**config.mk**
```make
export PLATFORM = sky130hd
export DESIGN_NAME = bit_slot_router
export DESIGN_NICKNAME = d
export VERILOG_FILES = /design/src/rtl/bsr_pkg.sv /design/src/rtl/bsr_framer.sv /design/src/rtl/bsr_map_stage.sv /design/src/rtl/bsr_map_active.sv /design/src/rtl/bit_slot_router.sv
export SDC_FILE = /design/constraint.sdc
export NUM_CORES = 1
export LEC_CHECK = 0
export ABC_CLOCK_PERIOD_IN_PS = 4200
export BUFFER_PORTS_ARGS = -buffer_cell sky130_fd_sc_hd__buf_2
export CORE_MARGIN = 10
export CORE_UTILIZATION = 25
export CTS_CLUSTER_DIAMETER = 40
export DETAILED_ROUTE_END_ITERATION = 10
export PLACE_DENSITY_LB_ADDON = 0.12
export SKIP_LAST_GASP = 1
export SLEW_MARGIN = 40
export SYNTH_ARGS = -nofsm -noshare
export SYNTH_HDL_FRONTEND = slang
export SYNTH_SLANG_ARGS = --single-unit
```
**constraint.sdc**
```tcl
create_clock -name clk_i -period 4.2 [get_ports clk_i]
set_input_delay 0.63 -clock clk_i [delete_from_list [all_inputs] [get_ports clk_i]]
set_output_delay 0.63 -clock clk_i [all_outputs]
set_load 0.01 [all_outputs]
```
**src/rtl/bsr_pkg.sv**
```systemverilog
package bsr_pkg;
  localparam int DIR_RX = 0;
  localparam int DIR_TX = 1;
  localparam int N_DIR  = 2;
endpackage

```
**src/rtl/bsr_framer.sv**
```systemverilog
module bsr_framer #(
  parameter int CNT_W = 5
) (
  input  logic             clk_i,
  input  logic             rst_ni,
  input  logic             sync_i,
  input  logic [CNT_W-1:0] last_i,
  output logic             tick_o,
  output logic [CNT_W-1:0] idx_o,
  output logic             boundary_o
);
  logic             phase_q, phase_d;
  logic [CNT_W-1:0] cnt_q, cnt_d;
  logic             at_last;

  assign at_last    = (cnt_q == last_i);
  assign tick_o     = phase_q;
  assign idx_o      = cnt_q;
  assign boundary_o = sync_i | (phase_q & at_last);

  always_comb begin
    phase_d = ~phase_q;
    cnt_d   = cnt_q;
    if (phase_q) cnt_d = at_last ? '0 : cnt_q + 1'b1;
    if (sync_i) begin
      phase_d = 1'b0;
      cnt_d   = '0;
    end
  end

  always_ff @(posedge clk_i or negedge rst_ni) begin
    if (!rst_ni) begin
      phase_q <= 1'b0;
      cnt_q   <= '0;
    end else begin
      phase_q <= phase_d;
      cnt_q   <= cnt_d;
    end
  end
endmodule

```
**src/rtl/bsr_map_stage.sv**
```systemverilog
module bsr_map_stage #(
  parameter int BITS = 32,
  localparam int AW  = $clog2(BITS)
) (
  input  logic            clk_i,
  input  logic            rst_ni,
  input  logic            we_i,
  input  logic [AW-1:0]   addr_i,
  input  logic            bit_i,
  output logic [BITS-1:0] map_o
);
  logic [BITS-1:0] map_q, map_d;

  always_comb begin
    map_d = map_q;
    if (we_i) map_d[addr_i] = bit_i;
  end

  always_ff @(posedge clk_i or negedge rst_ni) begin
    if (!rst_ni) map_q <= '0;
    else         map_q <= map_d;
  end

  assign map_o = map_q;
endmodule

```
**src/rtl/bsr_map_active.sv**
```systemverilog
module bsr_map_active #(
  parameter int BITS = 32
) (
  input  logic            clk_i,
  input  logic            rst_ni,
  input  logic            load_i,
  input  logic [BITS-1:0] staged_i,
  output logic [BITS-1:0] map_o
);
  logic [BITS-1:0] map_q, map_d;

  always_comb map_d = load_i ? staged_i : map_q;

  always_ff @(posedge clk_i or negedge rst_ni) begin
    if (!rst_ni) map_q <= '0;
    else         map_q <= map_d;
  end

  assign map_o = map_q;
endmodule

```
**src/rtl/bit_slot_router.sv**
```systemverilog
module bit_slot_router
  import bsr_pkg::*;
#(
  parameter int MAX_BITS = 32
) (
  input  logic                        clk_i,
  input  logic                        rst_ni,
  input  logic [$clog2(MAX_BITS)-1:0] frame_last_i,
  input  logic                        share_timing_i,
  input  logic                        rx_fs_i,
  input  logic                        tx_fs_i,
  input  logic                        rxd_i,
  output logic                        txd_o,
  output logic                        txd_oe_o,
  input  logic                        map_we_i,
  input  logic [$clog2(MAX_BITS)-1:0] map_addr_i,
  input  logic                        map_bit_i,
  output logic                        rx_stb_o,
  output logic                        rx_bit_o,
  output logic                        tx_stb_o,
  input  logic                        tx_bit_i
);
  localparam int CNT_W = $clog2(MAX_BITS);

  // reset: asserted asynchronously, released on the clock
  logic [1:0] rst_sync_q;
  logic       rst_n;
  always_ff @(posedge clk_i or negedge rst_ni) begin
    if (!rst_ni) rst_sync_q <= 2'b00;
    else         rst_sync_q <= {rst_sync_q[0], 1'b1};
  end
  assign rst_n = rst_sync_q[1];

  logic [MAX_BITS-1:0] staged;
  bsr_map_stage #(.BITS(MAX_BITS)) u_stage (
    .clk_i(clk_i), .rst_ni(rst_n), .we_i(map_we_i),
    .addr_i(map_addr_i), .bit_i(map_bit_i), .map_o(staged)
  );

  logic [N_DIR-1:0]    sync_v, tick_v, bnd_v;
  logic [CNT_W-1:0]    idx_v [N_DIR];
  logic [MAX_BITS-1:0] act_v [N_DIR];

  assign sync_v[DIR_RX] = rx_fs_i;
  assign sync_v[DIR_TX] = share_timing_i ? rx_fs_i : tx_fs_i;

  for (genvar d = 0; d < N_DIR; d++) begin : g_dir
    bsr_framer #(.CNT_W(CNT_W)) u_framer (
      .clk_i(clk_i), .rst_ni(rst_n), .sync_i(sync_v[d]), .last_i(frame_last_i),
      .tick_o(tick_v[d]), .idx_o(idx_v[d]), .boundary_o(bnd_v[d])
    );
    bsr_map_active #(.BITS(MAX_BITS)) u_active (
      .clk_i(clk_i), .rst_ni(rst_n), .load_i(bnd_v[d]),
      .staged_i(staged), .map_o(act_v[d])
    );
  end

  // receive path
  logic rx_sel;
  logic rx_stb_q, rx_stb_d, rx_bit_q, rx_bit_d;
  assign rx_sel = tick_v[DIR_RX] & act_v[DIR_RX][idx_v[DIR_RX]];

  always_comb begin
    rx_stb_d = rx_sel;
    rx_bit_d = rx_sel ? rxd_i : rx_bit_q;
  end

  // transmit path
  logic tx_first, tx_req;
  logic oe_q, oe_d;
  assign tx_first = ~tick_v[DIR_TX];
  assign tx_req   = tx_first & act_v[DIR_TX][idx_v[DIR_TX]];

  always_comb begin
    oe_d = oe_q;
    if (tx_first) oe_d = tx_req & ~tx_bit_i;
  end

  always_ff @(posedge clk_i or negedge rst_n) begin
    if (!rst_n) begin
      rx_stb_q <= 1'b0;
      rx_bit_q <= 1'b0;
      oe_q     <= 1'b0;
    end else begin
      rx_stb_q <= rx_stb_d;
      rx_bit_q <= rx_bit_d;
      oe_q     <= oe_d;
    end
  end

  assign rx_stb_o = rx_stb_q;
  assign rx_bit_o = rx_bit_q;
  assign tx_stb_o = tx_req;
  assign txd_oe_o = oe_q;
  assign txd_o    = 1'b0;
endmodule

```
==> results by group <==
Synth
  • Synth Flop Type: dfrtp_1
  • Mean post-synth cell area: approximately 13 µm²
  • Post-synth cell types: 43
  • Number of synthesized flops with an enable pin: 0
  • Mapped cell area: 0.00526 mm²
  • Cells after Synth: 398
  • Synth top area cells: dfrtp_1 54%, mux2_2 21%, mux4_2 4.7%
  • Yosys Warn Count: 0
  • Post-synth ARST share: 100%
  • Leading area contributor after synthesis: dfrtp_1
  • Share of the synthesized area in the top cell type: ~54%
  • Seq/Total Area, Yosys: a little over half
  • Synth Register Bits: approximately 110
  • Syn Nets: around 420

Die
  • Die Ht: approximately 170 µm
  • Initial Util: roughly a quarter
  • Die ar.: between 0.02 and 0.03 mm²
  • Num ports: 24
  • Die Span X: between 150 and 200 µm
  • Core Area: ~0.020 mm²
  • FP Rows: 52

Power
  • PD cells: approximately 540 mW/mm²
  • Static Leak: around 2.7 nW
  • Peak supply drop: 0.000223 V
  • Pwr Total: 0.00340 W

Global routing
  • Total GRT Usage: about a tenth
  • Antenna violations before repair: 0
  • GRT overflow: 0
  • Vias in the first global route: approximately 3.4k
  • Largest net degree at the start of global routing: 52
  • First-pass GRT wire length: approximately 21000 µm

Clocking
  • H-tree depth: 4
  • Clock Path Buffers: 2
  • Total CTS buffers: 17
  • TritonCTS clock tree: done
  • Clock latency on the worst-skew pair: 0.41 ns
  • Reg clk slew, reported paths: approximately 0.050 ns
  • Hold_buf cts: 1
  • Setup Fix Bufs, Post-CTS: 0
  • Root buf cell: clkbuf_16
  • Post-CTS sizing: 0
  • Sink Count: roughly 110

Route
  • Drt first pass iters: 4
  • DRC Markers: 0
  • Post-route ant nets: 0
  • WL/cell: 18.6 µm
  • WL final: ~13000 µm
  • Drt via density: between 4 and 5
  • Vias: around 3.2k
  • DRT iter0 DRCs: roughly 150

Cells and area
  • Final net count: between 400 and 500
  • Area growth, synth to finish: 19.1%
  • Share of cells above drive strength 1: roughly 40%
  • Ant diodes: 0
  • Layout fillers: roughly 2.1k

Worst setup path
  • Critical Path End Type: output port
  • WS Path Type: flip-flop to output port
  • R2r setup slk: 1.95 ns
  • Critical path data required time: roughly 3.6 ns
  • Startpoint Class: flip-flop
  • CP max FO: 12
  • CP Data Arrival Time: about 2.4 ns

STA
  • Post-route clock period utilization: around 73%
  • Final Skew: 0.00908 ns
  • RSZ-0062 raised after global routing: false
  • Pins Over Slew Limit: 0
  • Setup TNS Final: 0 ns
  • Worst Max-Slew Pin Slew: 0.743 ns
  • Rel. slew slack: between 50% and 60%
  • Hold slack: 0.350 ns
  • Tmin final: 3.05 ns
  • Fmax: between 300 and 400 MHz
  • # setup viols final: 0
  • Final-report hold violation count: 0

Min path
  • Hold Path Class: flip-flop to flip-flop

Flow run
  • Max_cap viols: 0

Placed design
  • Post-DP HPWL: ~9400 µm
  • Routability cong.: a little under 0.8
  • # port buffers: 22

Outcome
  • Status: finished, final reports clean
-- worst max-delay path, cell delays in order, from the launching register on --
cell	delay [ns]
dfrtp_1	0.78
mux4_2	0.58
mux2i_1	0.17
o2111ai_1	0.12
and3_1	0.21
buf_2	0.15
-- routing by layer --
| metal | global-route usage [%] | part of all wire, % |
|---|---|---|
| met2 | 15.7 | 46 |
| met1 | 13.8 | 49 |
| met4 | 3.74 | 1.0 |
| met5 | 0 | 0 |
| met3 | 2.41 | 3.5 |
-- area by class of cell --
cell class                      count  area [µm²]  share of cell area [%]
Sequential cell                   113        2830                    45.2
Multi-Input combinational cell    260        2320                    37.1
Clock buffer                       26         509                    8.13
Tap cell                          270         338                    5.39
Timing Repair Buffer               30         173                    2.76
Clock inverter                      5        75.1                    1.20
Inverter                            3        11.3                   0.180
-- state kept, by name (all words and copies together), names as in the netlist --
| signal | flops |
|---|---|
| txd_oe_o | 1 |
| g_dir.u_active.map_o | 64 |
| rst_sync_q | 2 |
| u_stage.map_o | 32 |
| rx_stb_o | 1 |
| rx_bit_o | 1 |
| g_dir.u_framer.idx_o | 10 |
| g_dir.u_framer.tick_o | 2 |
-- through the flow --
step                cells  utilization [%]  worst slack (ns)  instance area (µm²)
finish                707             30.7              1.15                 6260
global route          707             30.7             0.915                 6260
CTS                   707             30.7              1.05                 6260
detailed placement    675             27.7              1.50                 5670
global placement      675             27.7              1.58                 5670
floorplan             398                -             0.819                 5260
-- final timing paths --
| path | startpoint | endpoint | cells past startpoint |
|---|---|---|---|
| worst max-delay path | g_dir[1].u_framer.idx_o[0] | tx_stb_o | 5 |
| worst min-delay path | rst_sync_q[0] | rst_sync_q[1] | 0 |
| worst max register to register | g_dir[1].u_framer.idx_o[0] | g_dir[1].u_active.map_o[21] | 5 |
| worst min register to register | rst_sync_q[0] | rst_sync_q[1] | 0 |
| max in group asynchronous | rst_sync_q[1] | u_stage.map_o[20] | 1 |
| min in group asynchronous | rst_sync_q[1] | u_stage.map_o[14] | 0 |
-- layout by cell type, fill, tap and decap left out, types with 5 or more instances in the layout --
cell type  count
dfrtp_1      112
mux2_2        97
nand2_1       26
nor2_1        23
buf_2         22
clkbuf_16     17
mux2i_1       13
mux4_2        11
nand3_1       11
xor2_1         9
nand3b_1       8
buf_4          7
a21oi_1        6
clkbuf_8       5
-- where the power goes --
| group | switching [W] | internal [W] | leakage [nW] |
|---|---|---|---|
| sequential | 0.000196 | 0.00132 | 1.45 |
| clock | 0.000480 | 0.000945 | 0.290 |
| combinational | 0.000178 | 0.000288 | 0.950 |
-- cell families after synthesis --
logic type                 after synthesis  synth area share, %
adders and majority gates                2                0.476
xor gates and xnor gates                12                 2.00
buffers and inverters                   25                 2.29
other                                    2                0.143
and+or+nand+nor                         94                 9.02
DFF                                    113                 53.8
muxes                                  122                 28.3
AOI/OAI and AO/OA                       28                 4.02
-- Yosys cell counts (2+ instances only) --
library cell,instances
a211oi_1,2
nand2b_1,3
nor3_2,2
nand3_1,11
a22oi_1,2
nor3b_1,4
mux2i_1,13
o21ai_0,3
mux2_2,97
inv_1,3
xor2_1,9
and3_1,2
nor2b_1,3
conb_1,2
buf_2,12
or2_2,2
xnor2_1,3
mux4_2,11
dfrtp_1,113
a22o_1,2
nand3b_1,8
clkbuf_1,7
o22ai_1,3
buf_4,3
nor2_1,23
ha_1,2
and2_1,4
a21oi_1,6
nand2_1,26
nor3_1,4
(Power assumes the default switching activity.)
